$ cat config.mk
export PLATFORM = sky130hd
export DESIGN_NAME = ctl_stage_top
export DESIGN_NICKNAME = d
export VERILOG_FILES = /design/src/rtl/ctl_stage_pkg.sv /design/src/rtl/ctl_stage_reg.sv /design/src/rtl/ctl_stage_top.sv
export SDC_FILE = /design/constraint.sdc
export NUM_CORES = 1
export LEC_CHECK = 0
export ABC_CLOCK_PERIOD_IN_PS = 830
export BUFFER_PORTS_ARGS = -buffer_cell sky130_fd_sc_hd__buf_4
export CORE_MARGIN = 2
export CORE_UTILIZATION = 30
export DETAILED_ROUTE_END_ITERATION = 10
export GPL_ROUTABILITY_DRIVEN = 1
export GPL_TIMING_DRIVEN = 0
export PLACE_DENSITY_LB_ADDON = 0.2
export SYNTH_ARGS = -nofsm -noshare
export SYNTH_HDL_FRONTEND = slang
export SYNTH_SLANG_ARGS = --single-unit
$ cat constraint.sdc
create_clock -name clk -period 0.83 [get_ports clk]
set_clock_uncertainty 0.15 [all_clocks]
set_input_delay 0.0415 -clock clk [delete_from_list [all_inputs] [get_ports clk]]
set_output_delay 0.0415 -clock clk [all_outputs]
set_load 0.02 [all_outputs]
$ cat src/rtl/ctl_stage_pkg.sv
package ctl_stage_pkg;
  localparam int ALUOP_W = 2;

  typedef struct packed {
    logic               dst_sel;
    logic [ALUOP_W-1:0] alu_op;
    logic               opb_imm;
  } ex_grp_t;

  typedef struct packed {
    logic br_eq;
    logic mem_rd;
    logic mem_wr;
  } mem_grp_t;

  typedef struct packed {
    logic wb_from_mem;
    logic reg_wr;
  } wb_grp_t;

  typedef struct packed {
    ex_grp_t  ex;
    mem_grp_t mem;
    wb_grp_t  wb;
  } ctl_word_t;

  typedef struct packed {
    mem_grp_t mem;
    wb_grp_t  wb;
  } late_grp_t;

  localparam int EX_W   = $bits(ex_grp_t);
  localparam int MEM_W  = $bits(mem_grp_t);
  localparam int WB_W   = $bits(wb_grp_t);
  localparam int LATE_W = MEM_W + WB_W;
  localparam int CW     = EX_W + LATE_W;

  function automatic late_grp_t drop_ex(ctl_word_t w);
    late_grp_t r;
    r.mem = w.mem;
    r.wb  = w.wb;
    return r;
  endfunction

  function automatic wb_grp_t drop_mem(late_grp_t w);
    return w.wb;
  endfunction
endpackage

$ cat src/rtl/ctl_stage_reg.sv
module ctl_stage_reg #(
  parameter int W = 1
) (
  input  logic         clk,
  input  logic         rst,
  input  logic         kill,
  input  logic [W-1:0] d,
  output logic [W-1:0] q
);
  always_ff @(posedge clk) begin
    if (rst || kill) q <= '0;
    else             q <= d;
  end
endmodule

$ cat src/rtl/ctl_stage_top.sv
module ctl_stage_top
  import ctl_stage_pkg::*;
(
  input  logic               clk,
  input  logic               rst,
  input  logic [CW-1:0]      dec_ctl,
  input  logic               bubble,
  input  logic               flush,
  output logic               ex_dst_sel,
  output logic [ALUOP_W-1:0] ex_alu_op,
  output logic               ex_opb_imm,
  output logic               mem_br_eq,
  output logic               mem_rd,
  output logic               mem_wr,
  output logic               wb_from_mem,
  output logic               wb_reg_wr
);
  ctl_word_t dec_w;
  ctl_word_t idex_q;
  late_grp_t exmem_d, exmem_q;
  wb_grp_t   memwb_d, memwb_q;

  logic      idex_kill;
  logic      exmem_kill;
  mem_grp_t  idex_mem;
  wb_grp_t   idex_wb;
  wb_grp_t   exmem_wb;

  assign dec_w      = ctl_word_t'(dec_ctl);
  assign idex_kill  = bubble | flush;
  assign exmem_kill = flush;

  ctl_stage_reg #(.W(CW)) u_idex (
    .clk(clk), .rst(rst), .kill(idex_kill), .d(dec_w), .q(idex_q)
  );

  assign exmem_d = drop_ex(idex_q);

  ctl_stage_reg #(.W(LATE_W)) u_exmem (
    .clk(clk), .rst(rst), .kill(exmem_kill), .d(exmem_d), .q(exmem_q)
  );

  assign memwb_d = drop_mem(exmem_q);

  ctl_stage_reg #(.W(WB_W)) u_memwb (
    .clk(clk), .rst(rst), .kill(1'b0), .d(memwb_d), .q(memwb_q)
  );

  assign idex_mem = idex_q.mem;
  assign idex_wb  = idex_q.wb;
  assign exmem_wb = exmem_q.wb;

  assign ex_dst_sel  = idex_q.ex.dst_sel;
  assign ex_alu_op   = idex_q.ex.alu_op;
  assign ex_opb_imm  = idex_q.ex.opb_imm;
  assign mem_br_eq   = exmem_q.mem.br_eq;
  assign mem_rd      = exmem_q.mem.mem_rd;
  assign mem_wr      = exmem_q.mem.mem_wr;
  assign wb_from_mem = memwb_q.wb_from_mem;
  assign wb_reg_wr   = memwb_q.reg_wr;
endmodule

After elaboration in Yosys (flattened, before gate mapping). Index checks and enable logic that the tools add are counted.

Flip-flop bits (word level): 16. Latch bits: 0. Bits in writable memories: 0. Memory bits (read-only): 0. Bits of input ports: 13. Output and inout bits: 9. Logic and storage cells: 6. Memories kept: 0.

Add/subtract/negate cells: 0. Multipliers: 0. Divide/modulo/power cells: 0. Order comparisons: 0. Equal/unequal tests: 0. Shifts and indexed selects: 0. Mux-type cells: 0. Bitwise gates (word level): 1. Reduce and logical (&&, ||, !) cells: 2.

Operators by type and width (number): 1-bit logical OR (2); 1-bit bitwise OR (1).

Depth between registers and ports, before layout. Gate-level depths: netlist of the first run.

Depth in word-level cells: 2. Mapped depth: 2. Depth with buffers taken out: 1.

Modules after synthesis. From an unflattened synthesis of the first run, not the netlist that was laid out.

Cells, all modules: 36. Area, all modules: 518.0 um2.

By module, submodules not included: ctl_stage_reg at u_idex (instances 1, cells an instance 20, area each 315.3 um2, sequential area each 180.2 um2); ctl_stage_reg at u_exmem (instances 1, cells an instance 10, area each 137.6 um2, sequential area each 100.1 um2); ctl_stage_reg at u_memwb (instances 1, cells an instance 4, area each 55.1 um2, sequential area each 40.0 um2); ctl_stage_top (instances 1, cells an instance 2, area each 10.0 um2, sequential area each 0.0 um2).

Worst setup path after synthesis of the first run. OpenSTA, ideal clock, no wires.

Path kind: flip-flop to flip-flop. Start point: register u_exmem.q[0]. End point: register u_memwb.q[0]. Setup time: 0.116 ns. Arrival: 0.437 ns. Required time: 0.564 ns. Setup slack: 0.128 ns. Cell stages (with the launch flop): 2. Path buffers: 0. Clock period less this slack: 0.702 ns. Cell sequence: dfxtp_1 and2b_2.

RTL lines: from (decl) (line ctl_stage_reg.sv:8) `output logic [W-1:0] q`; from (signal assigned) (line ctl_stage_reg.sv:11) `if (rst || kill) q <= '0;`; from (signal assigned) (line ctl_stage_reg.sv:12) `else q <= d;`; to (signal assigned) (line ctl_stage_reg.sv:11); to (signal assigned) (line ctl_stage_reg.sv:12); to (decl) (line ctl_stage_reg.sv:8).

No word-level cell between the ends.

Worst setup path in the final report of the first run.
Start point: register u_exmem.q[2]. End point: output mem_wr.

RTL lines: to (decl) (line ctl_stage_top.sv:14) `output logic mem_wr,`.

No word-level cell between the ends.

==> results of run 1 <==
## timing repair
item,in CTS,in global routing
buffers inserted,0,0
hold endpoints to repair,16,16
endpoints found under the setup margin,9,9
resized for setup,18,0
## through the flow
step | util | TNS (ns) | cells | area (µm²)
2_1_floorplan | - | 0 | 37 | 533
3_3_place_gp | 0.417 | 0 | 74 | 704
3_5_place_dp | 0.417 | -0.00215 | 74 | 704
4_1_cts | 0.486 | -0.906 | 81 | 821
5_1_grt | 0.486 | -1.14 | 81 | 821
6_report | 0.486 | -0.781 | 81 | 821
## area by class of cell
type                            count  area, µm²  area share
Sequential cell                    16        332       0.404
Timing Repair Buffer               25        234       0.285
Multi-Input combinational cell     16        174       0.212
Clock buffer                        4       36.3      0.0442
Buffer                              3       23.8      0.0290
Tap cell                           17       21.3      0.0259
## power by group through the flow
stage	registers [mW]	logic, mW	clock network [mW]
after floorplan	0.808	0.0627	0
after global placement	0.802	0.133	0
after detailed placement	0.802	0.132	0
after CTS	0.787	0.152	0.526
after global routing	0.788	0.164	0.573
final	0.786	0.151	0.500
## how the worst max path moves through the flow
stage / from / endpoint / depth (start not counted)
floorplan: u_exmem.q[0] / u_memwb.q[0] / 1
global placement: flush / u_idex.q[7] / 3
detailed placement: flush / u_idex.q[0] / 3
CTS: u_exmem.q[2] / mem_wr / 1
global route: u_idex.q[6] / ex_alu_op[0] / 1
finish: u_exmem.q[2] / mem_wr / 1
## registers in the layout (all words and copies together), names as in the netlist
register	flops
u_idex.q	9
u_exmem.q	5
u_memwb.q	2
## per-layer routing
layer | vias up | track usage | routed length, µm
met5 | - | 0 | 0
met4 | 0 | 0.0686 | 17
li1 | 182 | - | -
met3 | 2 | 0.0353 | 48
met1 | 173 | 0.136 | 423
met2 | 17 | 0.172 | 393
## cells by family (layout without fill, tap and decap cells)
kind of cell,Yosys count,after routing
and+or+nand+nor,16,16
buffers and inverters,5,32
DFF,16,16
## cells in the mapped netlist (all sizes together)
master	n	area share
and2b	2	0.033
nor3b	5	0.070
nor4b	9	0.22
dfxtp	16	0.60
buf	5	0.073
==> metrics.md, run 1 <==
| Metric | Value |
|---|---|
| Total GRT Usage | `0.113` |
| Synth warnings | `0` |
| Reg-to-reg startpoint | `u_exmem.q[0]` |
| Post-Syn Area per Cell | `14.4 µm²` |
| Min-delay src | `flush` |
| Final nets | `78` |
| GRT Residual Overflow | `0` |
| Hold Slack | `-0.197 ns` |
| Unrepaired setup endpoints after global routing | `true` |
| Hold path cells | `2` |
| First-pass GRT wire length | `1.63 mm` |
| Post-Synth Adder-Cell Area | `0` |
| Post-DRT Antenna Nets | `0` |
| Routed vias/inst | `4.62` |
| Initial DRC Count | `2` |
| Final worst setup slack | `-0.0892 ns` |
| Syn Nets | `50` |
| Synth Area in XOR/XNOR | `0` |
| Initial Utilization | `0.316` |
| Clock slew at reported path FFs | `~0.090 ns` |
| Cell family with most CP delay | `flip-flops` |
| CP Launch Type | `flip-flop` |
| Synth Instances | `37` |
| CORE AREA | `1690 µm²` |
| Clock power share | `0.348` |
| Hold Path End | `u_idex.q[5]` |
| Pre-CTS WS | `-0.00190 ns` |
| Clock Latency Late Sink | `0.28 ns` |
| Synth Area in Compound Gates | `0` |
| Register area share after synthesis | `0.601` |
| # IOs | `22` |
| Failing checks | `hold timing, setup timing` |
| Seq pwr share | `0.547` |
| Total CTS buffers | `3` |
| Net Sw Frac | `0.206` |
| CP Cell Sequence | `buf_6` |
| Delay of the slowest critical-path stage | `0.32 ns` |
| MaxCap Viol Count | `0` |
| Simple-gate portion of the synthesized area | `0.326` |
| Setup CP Type | `reg -> out` |
| Crit path max fanout | `1` |
| Seq cells post-synth | `16` |
| Multiplexer share of the synthesized area | `0` |
| Total Power | `1.44 mW` |
| Syn Std Cell Area | `533 µm²` |
| Worst Path Arrival | `0.73 ns` |
| Worst-Margin Slew | `0.250 ns` |
| Combinational share of power | `0.105` |
| Final hold violations | `16` |
| R2R Path End | `u_memwb.q[0]` |
| Largest family of logic cells by synthesized area | `simple AND/OR/NAND/NOR gates` |
| Rows | `15` |
| Initial antenna violation count | `0` |
| Setup-failing EPs final | `9` |
| Slew headroom | `0.831` |
| Die Y | `between 40 and 50 µm` |
| CP Buf/Inv Count | `1` |
| Final period util | `1.11` |
| Hold_buf cts | `5` |
| Peak VDD IR | `0.779 mV` |
| FF-to-FF path depth | `1` |
| Final WL | `a little under 900 µm` |
| Worst path required time | `0.64 ns` |
| Largest net degree at the start of global routing | `11` |
| Psw | `0.297 mW` |
| Synth unique cells | `9` |
| RD Place Congestion | `0.587` |
| Chip Width | `46.2 µm` |
| DRC viols | `0` |
| Fraction of layout cells with a size suffix above 1 | `0.672` |
| Filler cells | `158` |
| Most frequent cells in the layout | `buf_4 (12), buf_6 (10), dfxtp_2 (9)` |
| Ant. Diodes | `0` |
| Pwr dens | `1750 nW/µm²` |
| CTS tree | `yes` |
| Clock buffer depth | `2` |
| CTS Root Buffer Type | `clkbuf_4` |
| Pins Over Slew Limit | `0` |
| Port buffer count | `20` |
| Static leakage | `0.336 nW` |
| Clk sinks | `16` |
| Final min period | `0.919 ns` |
| Hold Path Class | `in -> reg` |
| H-tree depth | `1` |
| DP Wirelength | `575 µm` |
| Vias in the first global route | `roughly 360` |
| Die area | `2130 µm²` |
| Setup crit end kind | `primary output` |
| DR vias | `about 370` |
| Highest clock rate | `1090 MHz` |
| Drt wl/cell | `10.9 µm` |
| Status | `finished with violations` |
| R2R Setup Slk | `0.09 ns` |
| Commonest non-fill, non-tap cell in the layout | `buf_4` |
| DR pass1 iterations | `2` |
| Worst path slowest cell | `dfxtp_2` |
| Area grow syn2layout | `54.0%` |
| Internal power | `1.14 mW` |
Power figures use the tool's default switching activity.
==> inputs of run 2 (changes only) <==
- BUFFER_PORTS_ARGS: -buffer_cell sky130_fd_sc_hd__buf_4 -> default
- DONT_BUFFER_PORTS: default -> 1
- GPL_ROUTABILITY_DRIVEN: 1 -> 0
==> run 2 against run 1 <==
  * The flow still finishes with violations (hold timing, setup timing)
  * Clock power fell by 2%
  * Global-route usage is 1.7 points lower
  * Routed wire length up 2.2%
  * Die area unchanged
  * Sequential cell count did not move
  * Maximum frequency grew 0.92%
  * Core utilization decreased by 8.5 points
  * Register-to-register slack is essentially flat
  * Non-clock buffer count is 18 lower
  * Sequential power down 2%
  * Setup slack improved by 0.0084 ns
  * Combinational power down 39%
==> metrics.md, run 2 (synthesis results as in run 1) <==
| Metric | Value |
|---|---|
| GRT Residual Overflow | `0` |
| Fraction of layout cells with a size suffix above 1 | `0.543` |
| Most frequent cells in the layout | `dfxtp_1 (7), dfxtp_4 (7), nor3b_1 (5), dlygate4sd3_1 (5)` |
| Clock slew at reported path FFs | `around 0.08 ns` |
| Hold_buf cts | `5` |
| Setup-failing EPs final | `9` |
| Total GRT Usage | `0.0957` |
| Worst Path Arrival | `0.72 ns` |
| Die Y | `roughly 46 µm` |
| Slew headroom | `0.821` |
| Crit path max fanout | `1` |
| Top reg by flops | `u_idex.q` |
| Final hold violations | `16` |
| Clk sinks | `16` |
| Setup crit end kind | `primary output` |
| Setup TNS Final | `-0.312 ns` |
| Pwr dens | `2000 nW/µm²` |
| Placed cell count | `54` |
| Final worst setup slack | `-0.0808 ns` |
| Worst path required time | `0.64 ns` |
| Pins Over Slew Limit | `0` |
| Cell family with most CP delay | `flip-flops` |
| Hold Path Class | `in -> reg` |
| CTS Root Buffer Type | `clkbuf_4` |
| Port buffer count | `0` |
| Static leakage | `0.243 nW` |
| Max layer used | `met3` |
| Die area | `roughly 2100 µm²` |
| CP Buf/Inv Count | `1` |
| Met1 Wirelength | `approximately 330 µm` |
| Area grow syn2layout | `27.0%` |
| Highest clock rate | `between 1000 and 1500 MHz` |
| CP Launch Type | `flip-flop` |
| Clock buffer depth | `2` |
| Worst path slowest cell | `dfxtp_2` |
| Initial Utilization | `0.316` |
| Status | `finished with violations` |
| DR pass1 iterations | `2` |
| Max FFs per register | `9` |
| Worst-Margin Slew | `0.265 ns` |
| CP Cell Sequence | `buf_6` |
| Clock Latency Late Sink | `around 0.28 ns` |
| Peak VDD IR | `1.13 mV` |
| Setup Buffers After CTS | `0` |
| Final Instance Area | `between 600 and 700 µm²` |
| Rows | `15` |
| Chip Width | `46.2 µm` |
| # IOs | `22` |
| First-pass GRT wire length | `1.34 mm` |
| Vias in the first global route | `314` |
| Initial DRC Count | `4` |
| Area after DPL | `554 µm²` |
| Top flop regs | `u_idex.q x9, u_exmem.q x5, u_memwb.q x2` |
| Unrepaired setup endpoints after global routing | `true` |
| DR vias | `311` |
| CORE AREA | `between 1500 and 2000 µm²` |
| Total CTS buffers | `3` |
| Filler cells | `165` |
| Met3 WL | `about 110 µm` |
| Final min period | `between 0.9 and 1 ns` |
| Final period util | `1.10` |
| Ant. Diodes | `0` |
| Final WL | `902 µm` |
| Fin cells | `63` |
| Largest net degree at the start of global routing | `11` |
| Routed vias/inst | `4.94` |
| Initial antenna violation count | `0` |
| Delay of the slowest critical-path stage | `0.32 ns` |
| DRC viols | `0` |
| Final nets | `60` |
| Post-DRT Antenna Nets | `0` |
| Setup CP Type | `reg -> out` |
| Drt wl/cell | `14.3 µm` |
| DR WL met2 | `between 400 and 500 µm` |
| Hold Slack | `-0.331 ns` |
| MaxCap Viol Count | `0` |
| Failing checks | `hold timing, setup timing` |
| H-tree depth | `1` |
| CTS tree | `yes` |
## run 2: worst paths after layout
| check | from | end | slack, ns | depth (start not counted) |
|---|---|---|---|---|
| hold reg to reg | u_idex.q[2] | u_exmem.q[2] | 0.30 | 1 |
| setup reg to reg | u_exmem.q[1] | u_memwb.q[1] | 0.10 | 1 |
| hold / removal | rst | u_idex.q[5] | -0.33 | 1 |
| setup / recovery | u_idex.q[6] | ex_alu_op[0] | -0.08 | 1 |
## run 2: routing by layer
metal / up-vias / track usage
li1: 149 / -
met1: 143 / 0.0835
met2: 19 / 0.161
met3: 0 / 0.0784
met4: 0 / 0.0343
met5: - / 0
## run 2: layout make-up
cell class / instances / area, µm² / area share
repair buffers: 5 / 50.0 / 0.0739
clock buffers: 4 / 36.3 / 0.0536
flip-flops and latches: 16 / 349 / 0.516
multi-input cells: 16 / 174 / 0.257
plain buffers: 5 / 46.3 / 0.0684
well taps: 17 / 21.3 / 0.0314
## run 2: metrics by stage
step           setup slack [ns]  power, mW   util  hold WS, ns
6_report                -0.0808       1.36  0.401       -0.331
3_3_place_gp             0.0884      0.879  0.328      -0.0269
3_5_place_dp             0.0720      0.880  0.328      -0.0282
4_1_cts                 -0.0940       1.37  0.401       -0.342
2_1_floorplan             0.128      0.871      -      -0.0318
5_1_grt                  -0.102       1.40  0.401       -0.343
## run 2: repair_timing
item	in CTS	in global routing
resized for setup	18	0
endpoints found under the hold margin	16	16
setup endpoints to repair	9	9
## run 2: power by group
part           internal [mW]  leakage [nW]  switching, mW
combinational         0.0509        0.0854         0.0408
sequential             0.763         0.136        0.00961
clock                  0.267        0.0210          0.225
total                   1.08         0.243          0.275
==> inputs of run 3 (changes only) <==
- ABC_AREA: default -> 1
==> run 3 against run 2 <==
  * The flow still finishes with violations (hold timing, setup timing)
  * Combinational power is 21% lower
  * Synthesized cell count is 46% higher
  * First-iteration DRC count is 25% higher
  * Setup slack better by 0.0093 ns
  * Worst hold slack worse by 0.0012 ns
  * Count of clock-buffer cells in the layout is 1 lower
  * Critical path depth stayed put
  * Final cell count is 30% higher
==> metrics.md, run 3 <==
| Metric | Value |
|---|---|
| Synth Instances | `54` |
| Most frequent cells in the layout | `inv_1 (18), nor2_1 (16), dlygate4sd3_1 (9)` |
| Commonest non-fill, non-tap cell in the layout | `inv_1` |
| Area after DPL | `495 µm²` |
| Final worst setup slack | `-0.0715 ns` |
| Worst Path Arrival | `between 0.7 and 0.8 ns` |
| Final WL | `between 600 and 700 µm` |
| Total GRT Usage | `0.0820` |
| Final hold violations | `16` |
| Crit path max fanout | `1` |
| Initial antenna violation count | `0` |
| Most frequent cell after synthesis | `inv_1` |
| Clock buffer depth | `2` |
| Synth Area in XOR/XNOR | `0` |
| Pins Over Slew Limit | `0` |
| First-pass GRT wire length | `1.08 mm` |
| Hold_buf cts | `9` |
| Post-synth top cells | `inv_1 (18), dfxtp_1 (16), nor2_1 (16)` |
| DP Wirelength | `around 420 µm` |
| Multiplexer share of the synthesized area | `0` |
| Post-Synth Adder-Cell Area | `0` |
| Delay of the slowest critical-path stage | `0.32 ns` |
| Clock Latency Late Sink | `0.27 ns` |
| Post-DRT Antenna Nets | `0` |
| Yosys top cell area share | `0.674` |
| Asr flop ratio synth | `0` |
| # IOs | `22` |
| Slew headroom | `0.883` |
| CP Cell Sequence | `buf_6` |
| Top reg by flops | `u_idex.q` |
| Register area share after synthesis | `0.674` |
| Setup-failing EPs final | `9` |
| Status | `finished with violations` |
| Number of synthesized flops with an enable pin | `0` |
| H-tree depth | `1` |
| Ant. Diodes | `0` |
| CORE AREA | `1490 µm²` |
| Filler cells | `around 140` |
| Unrepaired setup endpoints after global routing | `true` |
| Final Instance Area | `about 640 µm²` |
| Hold Slack | `-0.332 ns` |
| Final nets | `between 80 and 90` |
| Total CTS buffers | `3` |
| Final min period | `around 0.9 ns` |
| Die Y | `43.8 µm` |
| Seq cells post-synth | `16` |
| Top flop regs | `u_idex.q x9, u_exmem.q x5, u_memwb.q x2` |
| Setup CP Type | `reg -> out` |
| Fraction of layout cells with a size suffix above 1 | `0.242` |
| DR pass1 iterations | `4` |
| Routed vias/inst | `~3.7` |
| Simple-gate portion of the synthesized area | `0.153` |
| Highest clock rate | `1110 MHz` |
| Initial DRC Count | `5` |
| CTS tree | `yes` |
| Area grow syn2layout | `35.5%` |
| Largest family of logic cells by synthesized area | `buffers and inverters` |
| Rows | `14` |
| Clock slew at reported path FFs | `0.08 ns` |
| GRT Residual Overflow | `0` |
| Syn Nets | `between 60 and 70` |
| Die area | `1920 µm²` |
| Pwr dens | `between 1500 and 2000 nW/µm²` |
| Worst path required time | `0.64 ns` |
| Synth warnings | `0` |
| Primary FF master, synth | `dfxtp_1` |
| Max FFs per register | `9` |
| Largest net degree at the start of global routing | `10` |
| MaxCap Viol Count | `0` |
| Synth Area in Compound Gates | `0` |
| CP Launch Type | `flip-flop` |
| Setup Buffers After CTS | `0` |
| Final Core Density | `0.433` |
| Syn Std Cell Area | `between 400 and 500 µm²` |
| Vias in the first global route | `between 200 and 300` |
| Top post-synthesis cells by area | `dfxtp_1 (67%), inv_1 (14%), nor2_1 (13%), buf_4 (3.2%), nand2_2 (1.3%)` |
| Chip Width | `approximately 44 µm` |
| DRC viols | `0` |
| Setup crit end kind | `primary output` |
| Initial Utilization | `0.319` |
| Port buffer count | `0` |
| Static leakage | `0.294 nW` |
| Worst path slowest cell | `dfxtp_2` |
| Cell taking the most area after synthesis | `dfxtp_1` |
| Synth unique cells | `6` |
| Post-Syn Area per Cell | `8.80 µm²` |
| Hold Path Class | `in -> reg` |
| CTS Root Buffer Type | `clkbuf_4` |
| Peak VDD IR | `0.843 mV` |
| Clk sinks | `16` |
| Failing checks | `hold timing, setup timing` |
| Worst-Margin Slew | `0.175 ns` |
| CP Buf/Inv Count | `1` |
| Total Power | `1.22 mW` |
| Drt wl/cell | `~8 µm` |
| DR vias | `307` |
| Final period util | `1.09` |
| Cell family with most CP delay | `flip-flops` |
run 3: final cells by class:
type | instances | area [µm²] | share of cell area
Timing Repair Buffer | 9 | 90.1 | 0.140
Clock buffer | 3 | 22.5 | 0.0350
Buffer | 2 | 22.5 | 0.0350
Sequential cell | 16 | 349 | 0.542
Inverter | 18 | 67.6 | 0.105
Multi-Input combinational cell | 18 | 72.6 | 0.113
Tap cell | 16 | 20.0 | 0.0311
run 3: through the flow:
stage                     instances  setup TNS [ns]  setup slack, ns
final                            82          -0.217          -0.0715
after global routing             82          -0.486           -0.114
after CTS                        82          -0.361          -0.0876
after detailed placement         70               0            0.171
after global placement           70               0            0.182
after floorplan                  54               0            0.222
run 3: final timing paths:
| kind | from | depth (start not counted) | slack (ns) | to |
|---|---|---|---|---|
| worst max-delay path | u_idex.q[6] | 1 | -0.07 | ex_alu_op[0] |
| worst min-delay path | rst | 1 | -0.33 | u_memwb.q[0] |
| worst max register to register | u_idex.q[3] | 2 | 0.19 | u_exmem.q[3] |
| worst min register to register | u_exmem.q[1] | 2 | 0.24 | u_memwb.q[1] |
run 3: repair_timing:
action,CTS,global route
hold endpoints to repair,16,16
resized for setup,18,0
endpoints found under the setup margin,9,9
run 3: per-layer routing:
metal | global-route usage | vias up | wire, µm
met5 | 0 | - | 0
met4 | 0.0364 | 0 | 0
met3 | 0.0667 | 0 | 69
met2 | 0.135 | 15 | 287
met1 | 0.0716 | 125 | 298
li1 | - | 167 | -
run 3: power by group:
| part | switching [mW] | internal [mW] | total, mW |
|---|---|---|---|
| clock | 0.207 | 0.168 | 0.375 |
| sequential | 0.0101 | 0.763 | 0.773 |
| combinational | 0.0301 | 0.0425 | 0.0726 |
run 3: cell families after synthesis:
| logic type | Yosys count |
|---|---|
| buf+inv | 20 |
| simple gates | 18 |
| flops | 16 |
